### src/rtl/lvs_pkg.sv
package lvs_pkg;
    localparam int WAYS   = 4;
    localparam int WAY_W  = 2;
    localparam int AGE_W  = WAYS * (WAYS - 1) / 2;
    localparam int CFG_W  = 32;

    localparam int LE_BIT   = 16;
    localparam int W3LD_BIT = 9;
    localparam int W3LK_BIT = 8;
    localparam int W2LD_BIT = 1;
    localparam int W2LK_BIT = 0;

    localparam logic [CFG_W-1:0] CFG_MASK =
        (CFG_W'(1) << LE_BIT) | (CFG_W'(1) << W3LD_BIT) | (CFG_W'(1) << W3LK_BIT) |
        (CFG_W'(1) << W2LD_BIT) | (CFG_W'(1) << W2LK_BIT);

    typedef logic [WAY_W-1:0] way_t;
    typedef logic [AGE_W-1:0] age_t;

    typedef enum logic [0:0] {
        ST_IDLE  = 1'b0,
        ST_GRANT = 1'b1
    } vs_state_e;

    // Pair bit k covers ways (i,j), i<j; a 1 means way i was used after way j.
    function automatic age_t age_touch(input age_t a, input way_t w);
        age_t r;
        int   k;
        r = a;
        k = 0;
        for (int i = 0; i < WAYS; i++) begin
            for (int j = i + 1; j < WAYS; j++) begin
                if (i == int'(w))      r[k] = 1'b1;
                else if (j == int'(w)) r[k] = 1'b0;
                k++;
            end
        end
        return r;
    endfunction

    // One bit per way, set when that way is older than all others.
    function automatic logic [WAYS-1:0] age_oldest(input age_t a);
        logic [WAYS-1:0] o;
        int k;
        o = '1;
        k = 0;
        for (int i = 0; i < WAYS; i++) begin
            for (int j = i + 1; j < WAYS; j++) begin
                if (a[k])  o[i] = 1'b0;
                else       o[j] = 1'b0;
                k++;
            end
        end
        return o;
    endfunction
endpackage

### src/rtl/lvs_cfg_reg.sv
module lvs_cfg_reg
    import lvs_pkg::*;
(
    input  logic             clk,
    input  logic             rst_n,
    input  logic             wr_en,
    input  logic [CFG_W-1:0] wr_data,
    output logic [CFG_W-1:0] cfg
);
    logic [CFG_W-1:0] cfg_q;

    always_ff @(posedge clk or negedge rst_n) begin
        if (!rst_n)     cfg_q <= '0;
        else if (wr_en) cfg_q <= wr_data & CFG_MASK;
    end

    assign cfg = cfg_q;

    p_rsvd_zero_r2: assert property (@(posedge clk) disable iff (!rst_n)
        (cfg & ~CFG_MASK) == '0);

    p_wr_take_r3: assert property (@(posedge clk) disable iff (!rst_n)
        wr_en |=> cfg == ($past(wr_data) & CFG_MASK));
endmodule

### src/rtl/lvs_lru_bank.sv
module lvs_lru_bank
    import lvs_pkg::*;
#(
    parameter int SETS  = 16,
    parameter int SET_W = $clog2(SETS)
)(
    input  logic             clk,
    input  logic             rst_n,
    input  logic [SET_W-1:0] rd_set,
    output way_t             rd_victim,
    input  logic             fill_en,
    input  logic [SET_W-1:0] fill_set,
    input  way_t             fill_way,
    input  logic             hit_en,
    input  logic [SET_W-1:0] hit_set,
    input  way_t             hit_way
);
    age_t            age_q [SETS];
    logic [WAYS-1:0] oldest;

    for (genvar g = 0; g < SETS; g++) begin : g_set
        logic fill_here;
        logic hit_here;
        assign fill_here = fill_en && (fill_set == SET_W'(g));
        assign hit_here  = hit_en  && (hit_set  == SET_W'(g));

        always_ff @(posedge clk or negedge rst_n) begin
            if (!rst_n)         age_q[g] <= '0;
            else if (fill_here) age_q[g] <= age_touch(age_q[g], fill_way);
            else if (hit_here)  age_q[g] <= age_touch(age_q[g], hit_way);
        end
    end

    always_comb begin
        oldest    = age_oldest(age_q[rd_set]);
        rd_victim = '0;
        for (int w = WAYS - 1; w >= 0; w--) begin
            if (oldest[w]) rd_victim = way_t'(w);
        end
    end

    p_oldest_onehot_r9: assert property (@(posedge clk) disable iff (!rst_n)
        $onehot(oldest));

    p_fill_mru_r9: assert property (@(posedge clk) disable iff (!rst_n)
        (fill_en && fill_set == rd_set) |=> !(rd_set == $past(fill_set) &&
                                              rd_victim == $past(fill_way)));
endmodule

### src/rtl/lvs_way_pick.sv
module lvs_way_pick
    import lvs_pkg::*;
(
    input  logic [CFG_W-1:0] cfg,
    input  logic             dsp_mode,
    input  logic             prefetch,
    input  way_t             lru_way,
    output way_t             victim
);
    logic lock_on;
    logic pair3;
    logic pair2;

    always_comb begin
        lock_on = cfg[LE_BIT] | dsp_mode;
        pair3   = cfg[W3LD_BIT] & cfg[W3LK_BIT];
        pair2   = cfg[W2LD_BIT] & cfg[W2LK_BIT];
        victim  = lru_way;
        if (prefetch && lock_on) begin
            if (pair3)      victim = way_t'(3);
            else if (pair2) victim = way_t'(2);
        end
    end
endmodule

### src/rtl/lockable_victim_sel.sv
module lockable_victim_sel
    import lvs_pkg::*;
#(
    parameter int SETS  = 16,
    parameter int SET_W = $clog2(SETS)
)(
    input  logic             clk,
    input  logic             rst_n,
    input  logic             cfg_we,
    input  logic [31:0]      cfg_wdata,
    output logic [31:0]      cfg_rdata,
    input  logic             dsp_mode,
    input  logic             miss_req,
    input  logic             miss_prefetch,
    input  logic [SET_W-1:0] miss_set,
    input  logic             hit_vld,
    input  logic [SET_W-1:0] hit_set,
    input  logic [1:0]       hit_way,
    output logic             victim_vld,
    output logic [1:0]       victim_way
);
    vs_state_e        state_q, state_d;
    logic [CFG_W-1:0] cfg;
    way_t             lru_way;
    way_t             pick;
    way_t             way_q;
    logic             hit_keep;

    lvs_cfg_reg u_cfg (
        .clk     (clk),
        .rst_n   (rst_n),
        .wr_en   (cfg_we),
        .wr_data (cfg_wdata),
        .cfg     (cfg)
    );

    // A hit aimed at the set being refilled this cycle is dropped.
    assign hit_keep = hit_vld && !(miss_req && (hit_set == miss_set));

    lvs_lru_bank #(.SETS(SETS), .SET_W(SET_W)) u_lru (
        .clk       (clk),
        .rst_n     (rst_n),
        .rd_set    (miss_set),
        .rd_victim (lru_way),
        .fill_en   (miss_req),
        .fill_set  (miss_set),
        .fill_way  (pick),
        .hit_en    (hit_keep),
        .hit_set   (hit_set),
        .hit_way   (hit_way)
    );

    lvs_way_pick u_pick (
        .cfg      (cfg),
        .dsp_mode (dsp_mode),
        .prefetch (miss_prefetch),
        .lru_way  (lru_way),
        .victim   (pick)
    );

    always_ff @(posedge clk or negedge rst_n) begin
        if (!rst_n) begin
            state_q <= ST_IDLE;
            way_q   <= '0;
        end else begin
            state_q <= state_d;
            if (miss_req) way_q <= pick;
        end
    end

    always_comb begin
        state_d = state_q;
        unique case (state_q)
            ST_IDLE:  if (miss_req) state_d = ST_GRANT;          // T_MISS
            ST_GRANT: state_d = miss_req ? ST_GRANT : ST_IDLE;   // T_CHAIN / T_DONE
            default:  state_d = ST_IDLE;
        endcase
    end

    always_comb begin
        victim_vld = (state_q == ST_GRANT);
        victim_way = way_q;
        cfg_rdata  = cfg;
    end

    p_grant_follows_r11: assert property (@(posedge clk) disable iff (!rst_n)
        miss_req |=> victim_vld);

    p_no_spurious_r11: assert property (@(posedge clk) disable iff (!rst_n)
        !miss_req |=> (!victim_vld && $stable(victim_way)));

    p_force3_r5: assert property (@(posedge clk) disable iff (!rst_n)
        (miss_req && miss_prefetch && (cfg_rdata[LE_BIT] || dsp_mode) &&
         cfg_rdata[W3LD_BIT] && cfg_rdata[W3LK_BIT]) |=> victim_way == 2'd3);

    p_force2_r6: assert property (@(posedge clk) disable iff (!rst_n)
        (miss_req && miss_prefetch && (cfg_rdata[LE_BIT] || dsp_mode) &&
         !(cfg_rdata[W3LD_BIT] && cfg_rdata[W3LK_BIT]) &&
         cfg_rdata[W2LD_BIT] && cfg_rdata[W2LK_BIT]) |=> victim_way == 2'd2);
endmodule

### config.mk
export PLATFORM = sky130hd
export DESIGN_NAME = lockable_victim_sel
export DESIGN_NICKNAME = d
export VERILOG_FILES = /design/src/rtl/lvs_pkg.sv /design/src/rtl/lvs_cfg_reg.sv /design/src/rtl/lvs_lru_bank.sv /design/src/rtl/lvs_way_pick.sv /design/src/rtl/lockable_victim_sel.sv
export SDC_FILE = /design/constraint.sdc
export NUM_CORES = 1
export LEC_CHECK = 0
export BUFFER_PORTS_ARGS = -buffer_cell sky130_fd_sc_hd__buf_2
export CORE_MARGIN = 2
export CORE_UTILIZATION = 59
export DETAILED_ROUTE_END_ITERATION = 6
export GPL_ROUTABILITY_DRIVEN = 1
export PLACE_DENSITY = 0.92
export SYNTH_ARGS = -nofsm -noshare
export SYNTH_HDL_FRONTEND = slang
export SYNTH_SLANG_ARGS = --single-unit
### constraint.sdc
create_clock -name clk -period 4.06 [get_ports clk]
set_input_delay 0.812 -clock clk [delete_from_list [all_inputs] [get_ports clk]]
set_output_delay 0.812 -clock clk [all_outputs]
set_load 0.1 [all_outputs]
== Word-level counts from Yosys, hierarchy flattened ==
Index checks and enable logic that the tools add are counted.

* ROM bits: 0
* Memories: 0
* Output and inout port bits: 35
* Bits in registers: 104
* Bits of input ports: 49
* Bits in latches: 0
* Memory bits (writable): 0
* Word-level logic and storage cells: 558

* Add/subtract/negate cells: 0
* Multiplexer cells: 73
* Bitwise operators: 4
* Eq/ne operators: 133
* $lt $le $gt $ge: 1
* Reduce and logical (&&, ||, !) cells: 248
* Shift operators: 0
* $mul: 0
* Divide/modulo/power cells: 0

{| class="wikitable"
|+ Operators with widths
! cell !! count
|-
| inequality test 3 bit, second input constant || 96
|-
| AND reduction 3 bit || 96
|-
| nonzero test 3 bit || 96
|-
| 2-to-1 mux 6 bit || 34
|-
| equality test 4 bit, second input constant || 16
|-
| logical AND 1 bit || 35
|-
| equality test 4 x 3 -> 1 bit, second input constant || 8
|-
| nonzero test 2 bit || 16
|-
| 2-to-1 mux 1 bit || 31
|-
| binary-select mux 6 bit (select 4 bit) || 1
|-
| equality test 4 x 2 -> 1 bit, second input constant || 4
|-
| 2-to-1 mux 2 bit || 7
|-
| equality test 2 bit, first input constant || 4
|-
| equality test 4 x 1 -> 1 bit, second input constant || 2
|-
| logical NOT 4 bit || 2
|-
| greater-or-equal comparator 5 bit, second input constant || 1
|-
| inverter 4 -> 5 bit || 1
|-
| equality test 1 x 2 -> 1 bit, first input constant || 2
|-
| equality test 4 bit || 1
|-
| logical NOT 2 bit || 2
|-
| bitwise AND 1 bit || 2
|-
| logical NOT 1 bit || 1
|-
| bitwise OR 1 bit || 1
|}

== Logic depth before layout (Yosys ltp) ==
Gate-level depths: netlist of run 1.

* Depth in word-level cells: 18
* Mapped depth: 18
* Mapped depth without buffers: 12

== Modules after synthesis ==
From an unflattened synthesis of run 1, not the netlist that was laid out.

* Cell total of the unflattened synthesis: 712
* Area, all modules: 6615.1 µm²

{| class="wikitable"
|+ By module, submodules not included
! module !! cells each !! times used !! area each (µm²) !! sequential area each (µm²)
|-
| lvs_lru_bank || 656 || 1 || 6038.3 || 2402.3
|-
| lvs_cfg_reg || 38 || 1 || 387.9 || 125.1
|-
| lockable_victim_sel || 12 || 1 || 147.6 || 75.1
|-
| lvs_way_pick || 6 || 1 || 41.3 || 0.0
|}

== Least setup slack after synthesis of run 1 ==
OpenSTA, ideal clock, no wires.

* Path kind: input-to-reg
* From: input port miss_set[0]
* To: register u_lru.age_q[10] (netlist bit)
* Setup time: 0.128 ns
* Setup slack: -0.143 ns
* Stages on the path: 14
* Data required time: 3.932 ns
* Buffers on the path: 4
* Data arrival time: 4.075 ns
* Cell sequence: buf_4 -> buf_2 -> mux4_2 -> a22o_1 -> nor2_1 -> nor2_1 -> a311oi_1 -> inv_1 -> ha_1 -> clkbuf_1 -> nor2_1 -> clkbuf_1 -> o22ai_1 -> mux2_1

* Cells in the longest elaborated chain, start to end: 17
* Elaborated cells between the ends (all ways): 38
* Those cells by class: 5 x eq/ne; 24 x mux; 1 x bitwise; 8 x reduce/logical

{| class="wikitable"
|+ RTL lines
! what !! line !! text
|-
| start: declaration || lockable_victim_sel.sv:15 || <nowiki>input logic [SET_W-1:0] miss_set,</nowiki>
|-
| inverter 4 -> 5 bit (implied by the code) (*) || lvs_lru_bank.sv:35 || <nowiki>oldest = age_oldest(age_q[rd_set]);</nowiki>
|-
| binary-select mux 6 bit (select 4 bit) (*) || lvs_lru_bank.sv:35 ||
|-
| 2-to-1 mux 6 bit (implied by the code) (*) (2 in series) || lvs_lru_bank.sv:35 ||
|-
| 2-to-1 mux 1 bit (3 in series) || lvs_pkg.sv:49 || <nowiki>if (a[k]) o[i] = 1'b0;</nowiki>
|-
| 2-to-1 mux 2 bit (3 in series) || lvs_lru_bank.sv:38 || <nowiki>if (oldest[w]) rd_victim = way_t'(w);</nowiki>
|-
| 2-to-1 mux 2 bit (*) || lvs_lru_bank.sv:38 ||
|-
| 2-to-1 mux 2 bit || lvs_way_pick.sv:21 || <nowiki>else if (pair2) victim = way_t'(2);</nowiki>
|-
| 2-to-1 mux 2 bit || lvs_way_pick.sv:20 || <nowiki>if (pair3) victim = way_t'(3);</nowiki>
|-
| 2-to-1 mux 2 bit (*) || lvs_way_pick.sv:19 || <nowiki>if (prefetch && lock_on) begin</nowiki>
|-
| net pick[1] || lockable_victim_sel.sv:25 || <nowiki>way_t pick;</nowiki>
|-
| equality test 1 x 2 -> 1 bit / equality test 2 bit (equally long branches) || lvs_pkg.sv:34, lvs_pkg.sv:33 ||
|-
| inequality test 3 bit (no source line) / 2-to-1 mux 1 bit (equally long branches) || - ||
|-
| AND reduction 3 bit (no source line) / 2-to-1 mux 6 bit (equally long branches) || - ||
|-
| end signal: indexed assignment || lvs_lru_bank.sv:29 || <nowiki>else if (fill_here) age_q[g] <= age_touch(age_q[g], fill_way);</nowiki>
|-
| end signal: indexed assignment || lvs_lru_bank.sv:30 || <nowiki>else if (hit_here) age_q[g] <= age_touch(age_q[g], hit_way);</nowiki>
|-
| end: declaration || lvs_lru_bank.sv:18 || <nowiki>age_t age_q [SETS];</nowiki>
|}

The timed path passes the listed nets; every way through them passes the cells marked *. The select of a mux whose other input is x is not followed.
A chain may end at the register's enable or synchronous reset.

== Worst setup path in the final report of run 1 ==
* From: input port miss_set[0]
* To: register u_lru.age_q[56] (netlist bit)

* Cells in the longest elaborated chain, start to end: 17
* Elaborated cells between the ends (all ways): 38
* Those cells by class: 4 x eq/ne; 24 x mux; 1 x bitwise; 9 x reduce/logical

{| class="wikitable"
|+ RTL lines
! what !! line
|-
| inverter 4 -> 5 bit (implied by the code) (*) || lvs_lru_bank.sv:35
|-
| binary-select mux 6 bit (select 4 bit) (*) || lvs_lru_bank.sv:35
|-
| 2-to-1 mux 6 bit (implied by the code) (*) (2 in series) || lvs_lru_bank.sv:35
|-
| 2-to-1 mux 1 bit (3 in series) || lvs_pkg.sv:49
|-
| 2-to-1 mux 2 bit (3 in series) || lvs_lru_bank.sv:38
|-
| 2-to-1 mux 2 bit (*) || lvs_lru_bank.sv:38
|-
| 2-to-1 mux 2 bit || lvs_way_pick.sv:21
|-
| 2-to-1 mux 2 bit || lvs_way_pick.sv:20
|-
| 2-to-1 mux 2 bit (*) || lvs_way_pick.sv:19
|-
| net pick[1] || lockable_victim_sel.sv:25
|-
| equality test 1 x 2 -> 1 bit / logical NOT 2 bit (equally long branches) || lvs_pkg.sv:34, lvs_pkg.sv:33
|-
| inequality test 3 bit (no source line) / 2-to-1 mux 1 bit (equally long branches) || -
|-
| AND reduction 3 bit (no source line) / 2-to-1 mux 6 bit (equally long branches) || -
|}

Marks and branches as above.

==> results.md, run 1 <==
- The maximum level of the CTS H-tree is 3.
- The final clock period utilization by the worst path is 0.9391.
- The number of nets with antenna violations after routing is 0.
- The number of pins exceeding their max-slew limit in the final report is 0.
- The warning count from the yosys run is 0.
- Relative to the synthesized area, the layout overhead comes to 10.55%.
- The flip-flop cell with the highest count after synthesis is dfrtp_1.
- The classification of the worst-slack hold path is input pin to asynchronous set/reset pin.
- Headroom to the max-slew limit came out at 0.3567.
- The area used by multi-input combinational logic is 3860 sq um.
- The first global-routing pass estimated 33070 microns of wire.
- The mean area per synthesized cell is 9.498 sq um.
- The share of synthesized registers carrying an async set or reset is 1.000.
- The detailed-router iteration count before antenna repair is 5.
- The placed wire-length estimate is 15140 microns.
- The peak supply drop is 0.3759 mV.
- For this run, the register share of the synthesized area comes to 0.3838.
- The antenna cell count is 0.
- Before CTS, the worst setup slack after placement is -0.1279 ns.
- At the worst endpoint, the required time is 4.31 ns.
- After the first detailed-routing iteration, the DRC count stood at 807.
- The number of CTS-inserted buffers is 9.
- The completed layout was analyzed and its total power is 0.003649 W.
- The initial utilization of the core area, before any placement, comes to 0.5990.
- The sequential cell area in the final layout is 2603 sq um.
- TritonCTS built the clock tree.
- Gates resized during post-CTS repair numbered 0.
- The via count of the first global-routing pass came to 6277.
- The final critical-path setup slack is 0.2472 ns.
- Counting along the longest clock path gives a buffer depth of 2.
- The top achievable clock speed is 0.2623 GHz.
- Walking the worst path, the cells encountered are buf_2, mux4_2, mux4_2, a21bo_2, nor2_1, a311oi_2, inv_1, ha_1, buf_12, nor2_1, a21oi_1, o21ai_0, mux2_2.
- The fraction of synthesized cell area in xor and xnor cells is 0.003875.
- Of the total synthesized cell area, the portion taken by full adders, half adders and majority gates is 0.01476.
- The aggregate routed wire length is 20860 microns.
- The worst setup skew after layout is 0.01029 ns.
- The remaining routing DRC violations is 0.
- The delay contributed by the slowest stage of the critical path is 0.57 ns.
- The mean number of vias per cell is 6.934.
- The leakage power total is 3.241 nW.
- The peak fanout along the critical path is 26.
- Counting cells, the worst reg-to-reg path comes to 12.
- Dividing total power by cell area gives a power density of 486.7 nW/um^2.
- The width of the die is 111.2 microns.
- The post-CTS setup buffer count is 0.
- The initial antenna violation count is 0.
- At the pin with the least slew margin, the transition time is 0.9615 ns.
- The number of max-cap violations is 0.
- The fraction of the mapped netlist area in compound gates is 0.1747.
- In the global route stage, overall resource usage came out at 0.3452.
- The tightest hold path in the finished design has a slack of 0.4884 ns.
- The routability congestion estimate from global placement is 0.9924.
- The number of enable-type register cells in the synthesized netlist is 0.
- The clock reaches the later pin of the worst-skew pair after 0.36 ns.
- Summing all non-filler instances in the final layout gives an area of 7497 sq um.
- At the end of the flow, the number of nets in the layout was 809.
- The run finished with clean final reports.
- The time the worst path needs with I/O delays and setup is 3.813 ns.
- The number of different library cells used by synthesis comes to 54.
- The placeable core area is 11320 sq um.
- The worst setup path is launched from an input pin.
- The critical setup path kind is input pin to flip-flop.
- The clock transition time at the flip-flop clock pins of the worst setup and hold paths is 0.07 ns.
- The root buffer cell chosen for the clock tree is clkbuf_16.
- The destination of the worst register-to-register timing path is u_lru.age_q[56].
- After technology mapping, the gate count stands at 714.
- The fraction of final layout cells with drive strength greater than 1 is 0.2351.
- The die footprint is 12370 sq um.
- The die extent in y is 111.2 microns.
- The vias after detailed routing is 6241.
- The setup check on the worst reg-to-reg path leaves a slack of 0.60 ns.
- The startpoint of the most critical register-to-register path is u_lru.age_q[58].
- The site row count is 39.
- Setup violations remaining at the end of the flow were counted as 0.
- Input and output buffers added on the ports amount to 29.
- The count of boundary I/O pins is 84.
- The synthesized design contains 104 register bits.
- The count of endpoints failing hold in the final timing report is 0.
- The worst setup path is captured at a flip-flop.
- The arrival time at the worst endpoint is 4.06 ns.
- Counting every sink on the clock net gives 104.
- In this run the cell area of the synthesized design comes to 6782 sq um.
- Entering global routing, the biggest net connects 50 pins.
- The standard cell area after detailed placement is 7199 sq um.
- After filler insertion, the fill cell instance count of the layout stands at 879.
- The leftover overflow at the end of global routing is 0.
- The portion of synthesized area spent on multiplexers is 0.2055.
- The detail-routed net length per standard cell is 23.17 microns.
- The post-synthesis share of cell area spent on and, or, nand and nor gates is 0.1533.
- After synthesis, the largest family of logic cells by area is multiplexers.
- Buffers inserted to repair hold after CTS numbered 0.
- Setup repair after global routing left no endpoint under its margin.
- For this design, the slowest cell found on the critical path is mux4_2.
-- critical path, delay by kind of cell --
kind | cells | cell delay [ns]
AND/OR/NAND/NOR | 2 | 0.12
buffers and inverters | 3 | 0.55
multiplexers | 3 | 1.41
adder cells (fa/ha/maj) | 1 | 0.34
AO/OA/AOI/OAI | 4 | 0.82
-- cell type report --
| type | count | area share |
|---|---|---|
| flip-flops and latches | 104 | 0.3471 |
| inverters | 8 | 0.004005 |
| clock inverters | 2 | 0.005174 |
| well taps | 143 | 0.02387 |
| multi-input cells | 557 | 0.5149 |
| clock buffers | 14 | 0.03388 |
| repair buffers | 72 | 0.07109 |
-- report_power, final --
group	switching (W)	internal [W]	leakage, nW	total, W
Combinational	0.000753	0.000527	1.77	0.00128
Clock	0.000403	0.000498	0.141	0.000901
Sequential	0.000163	0.00131	1.33	0.00147
-- layout by cell type (no fill, tap or decap), drive strengths merged, types with 7 or more instances in the layout --
cell,synthesis,layout
dfrtp,104,104
a21oi,25,25
a211oi,7,7
mux4,25,25
inv,8,8
a32oi,7,7
o211ai,15,15
ha,8,8
a22oi,20,20
nand2,143,143
buf,41,72
conb,1,27
o22ai,44,44
nand3,16,16
nor2,47,47
clkbuf,30,14
nor3,12,12
mux2,72,72
o21ai,35,35
-- worst max path at each step --
stage | start | endpoint | slack [ns] | cells past startpoint
final | miss_set[0] | u_lru.age_q[56] | 0.25 | 13
after global routing | miss_set[0] | u_lru.age_q[17] | 0.03 | 14
after CTS | miss_set[0] | u_lru.age_q[56] | 0.23 | 15
after detailed placement | miss_set[0] | u_lru.age_q[56] | -0.13 | 15
after global placement | miss_set[0] | u_lru.age_q[56] | -0.06 | 15
after floorplan | miss_set[0] | u_lru.age_q[10] | 0.05 | 15
-- synth_stat cells (all sizes together), types with 3 or more instances --
master / count / area share
mux2: 72 / 0.12
o211ai: 15 / 0.017
nand2b: 5 / 0.0046
a32oi: 7 / 0.0090
a211oi: 7 / 0.012
nand3: 16 / 0.013
buf: 41 / 0.042
and3: 4 / 0.0037
a22oi: 20 / 0.022
nor2: 47 / 0.026
ha: 8 / 0.015
nand4: 3 / 0.0028
a21oi: 25 / 0.018
nor2b: 5 / 0.0046
o22ai: 44 / 0.041
xnor2: 3 / 0.0039
inv: 8 / 0.0044
clkbuf: 30 / 0.017
o221ai: 3 / 0.0039
o21ai: 35 / 0.026
dfrtp: 104 / 0.38
o22a: 5 / 0.0065
nand2: 143 / 0.079
mux4: 25 / 0.083
nor3: 12 / 0.0089
-- cell families after synthesis --
group                      Yosys count
and+or+nand+nor                    245
buffers and inverters               79
other                                1
muxes                               99
AOI/OAI and AO/OA                  175
xor gates and xnor gates             3
adders and majority gates            8
DFF                                104
-- metrics by stage --
stage                     std cells    util  TNS [ns]
after floorplan                 740       -         0
after global placement          884  0.6359   -0.3832
after detailed placement        884  0.6359    -1.477
after CTS                       900  0.6618         0
after global routing            900  0.6622         0
final                           900  0.6622         0
-- flip-flops by register name (all words and copies together), names as in the netlist --
register,cells
u_lru.age_q,96
victim_vld,1
u_cfg.cfg,5
victim_way,2
-- metal layers --
| layer | routed length, microns | vias to the layer above | global-route usage |
|---|---|---|---|
| met5 | 0 | - | 0 |
| met4 | 1266 | 0 | 0.1967 |
| met3 | 2343 | 131 | 0.09131 |
| met2 | 9914 | 516 | 0.5565 |
| met1 | 7331 | 2953 | 0.4210 |
| li1 | - | 2641 | - |
Power figures use the tool's default switching activity.
==> run 2, diff against run 1 <==
--- a/config.mk
+++ b/config.mk
@@ -6,7 +6,7 @@
 export NUM_CORES = 1
 export LEC_CHECK = 0
 export BUFFER_PORTS_ARGS = -buffer_cell sky130_fd_sc_hd__buf_2
-export CORE_MARGIN = 2
+export CORE_MARGIN = 1.5
 export CORE_UTILIZATION = 59
 export DETAILED_ROUTE_END_ITERATION = 6
 export GPL_ROUTABILITY_DRIVEN = 1
==> results.md, run 2 (same netlist as run 1, synthesis figures left out) <==
- The detail-routed net length per standard cell is 23.70 microns.
- Summing over every cut layer, the via total after detailed routing is 6164.
- The post-CTS setup buffer count is 0.
- In the final design database the tool counted 810 nets.
- The classification of the worst-slack hold path is flip-flop to flip-flop.
- The endpoint type of the worst setup path is a flip-flop.
- The clock arrives with 0.01282 ns of skew.
- The first global-routing pass estimated 32780 microns of wire.
- The total global-route track usage is 0.3737.
- Once detail routing completed, the nets flagged for antenna violations numbered 0.
- At the worst endpoint, the arrival time is 4.14 ns.
- Across the whole layout, storage elements account for 2603 sq um.
- The fraction of final layout cells with drive strength greater than 1 is 0.2401.
- The normalized max-slew margin is 0.3577.
- In the routed layout, each cell is associated on average with a via count of 6.864.
- The width of the die is 110.2 microns.
- The number of clock buffers added by TritonCTS is 9.
- For this run the aggregate overflow at the end of global routing stands at 0.
- Max-cap violations in this run came to 0.
- Summed over all nets, the half-perimeter wirelength after detailed placement is 15530 microns.
- The leading cell type in the layout, fill and taps excluded is nand2_1.
- The worst-margin pin slew is 0.9634 ns.
- In this run the power density over the cells is 487.4 nW/um^2.
- The depth of the most critical reg-to-reg path is 11.
- The first routing iteration left 785 violations.
- The placed instance count is 882.
- The latest clock arrival within the worst-skew pair is 0.37 ns.
- The clock transition time at the flip-flop clock pins of the worst setup and hold paths is 0.07 ns.
- After detailed routing, the number of remaining DRC violations is 0.
- The count of endpoints failing hold in the final timing report is 0.
- Prior to clock tree synthesis, the placed netlist has a worst setup slack of -0.1562 ns.
- In this run the number of H-tree levels came out at 3.
- The final cell count without fillers is 898.
- Subtracting the final worst setup slack from the clock period gives 3.893 ns.
- The filler cells instantiated in the layout total 840.
- Relative to the synthesized area, the layout overhead comes to 10.50%.
- The final clock period utilization by the worst path is 0.9588.
- The library cells used most frequently in the layout, excluding fill and tap cells, are nand2_1, dfrtp_1, mux2_2, nor2_1, o22ai_1.
- The initial antenna violation count is 0.
- The peak supply drop is 0.5750 mV.
- The top achievable clock speed is 0.2569 GHz.
- Buffers placed on the I/O ports in this run total 29.
- Counting instances, the worst hold path has a depth of 1.
- The placeable core area is 11030 sq um.
- The number of hold buffers added after cts is 0.
- STA puts the critical path data required time at 4.31 ns.
- TritonCTS built the clock tree.
- The flow ran to the end, and the final reports show no timing, DRC or antenna violations.
- The worst setup path is launched from an input pin.
- In the final layout, the multi-input gates occupy 3855 sq um.
- The worst-case clock buffer depth is 2.
- From bottom edge to top edge, the die measures 110.2 microns.
- Setup slack on the critical path of the routed design comes to 0.1675 ns.
- The starting density of the core is 0.6148.
- The largest net degree at the start of global routing is 74.
- The routability congestion estimate from global placement is 1.042.
- The critical setup path kind is input pin to flip-flop.
- 0 antenna diodes ended up in the layout.
- Counting flops per register, the top entry is u_lru.age_q.
- The number of pins exceeding their max-slew limit in the final report was 0.
- In this run the core area contains 38 standard-cell rows.
- The via count of the first global-routing pass is 5938.
- The reg-to-reg setup timing slack is 0.65 ns.
- The number of clock sinks seen by CTS is 104.
- The peak fanout along the critical path is 8.
- Before antenna repair, the detailed router went through 7 iterations.
- The die footprint is 12150 sq um.
- Setup repair after global routing left no endpoint under its margin.
- Once the clock tree was built, the resizer swapped 0 gates to a different size.
- The setup-violating endpoint count in the final report is 0.
- The register with the most flip-flops in the layout has 96 of them.
- Pin placement for this block handled 84 I/O pins.
- The aggregate routed wire length is 21280 microns.
- The master cell of the clock root buffer is clkbuf_16.
- Summed over all cells, the static leakage comes to 3.248 nW.
run 2: cell count changes in the layout (fill, tap and decap cells not counted), sizes merged:
cell and delta:
clkinv +1, clkbuf -5, buf +1, clkinvlp +1
inv +3
run 2: final timing paths:
kind                              endpoint             from
setup / recovery           u_lru.age_q[17]      miss_set[0]
hold / removal             u_lru.age_q[93]  u_lru.age_q[93]
setup reg to reg           u_lru.age_q[54]  u_lru.age_q[58]
hold reg to reg            u_lru.age_q[93]  u_lru.age_q[93]
max in group asynchronous   u_lru.age_q[1]            rst_n
min in group asynchronous  u_lru.age_q[83]            rst_n
run 2: stage by stage:
stage | utilization | setup TNS, ns | hold slack, ns | total power (W) | instance area, sq um
after floorplan | - | 0 | 0.4524 | 0.002316 | 6889
after global placement | 0.6519 | -0.8881 | 0.4693 | 0.002646 | 7191
after detailed placement | 0.6519 | -3.899 | 0.4805 | 0.002717 | 7191
after CTS | 0.6793 | 0 | 0.4977 | 0.003624 | 7493
after global routing | 0.6793 | 0 | 0.5092 | 0.003788 | 7493
final | 0.6793 | 0 | 0.4954 | 0.003652 | 7493
run 2: power by group:
group | internal (W) | switching (W) | leakage (nW)
Sequential | 0.00131 | 0.000172 | 1.33
Combinational | 0.000511 | 0.000757 | 1.77
Clock | 0.000485 | 0.000423 | 0.147
run 2: final cells by class:
class	count	area share
clock buffers	9	0.03006
clock inverters	7	0.01035
inverters	8	0.004007
multi-input cells	557	0.5144
flip-flops and latches	104	0.3473
well taps	140	0.02338
repair buffers	73	0.07046
run 2: per-layer routing:
metal  up-vias  GRT usage  part of all wire
met3        77    0.07584             0.091
li1       2645          -                 -
met1      2990     0.4646              0.38
met4         0     0.1850             0.039
met2       452     0.6220              0.49
met5         -          0                 0
run 2: critical path, cell delays in order:
cell	delay [ns]
buf_2	0.29
buf_4	0.25
mux4_2	0.57
a22oi_1	0.25
nand2_1	0.09
o31a_1	0.32
a21boi_2	0.27
inv_1	0.10
ha_1	0.30
or2_2	0.38
a211oi_1	0.24
a21oi_1	0.06
nor2_1	0.13
a21oi_1	0.05
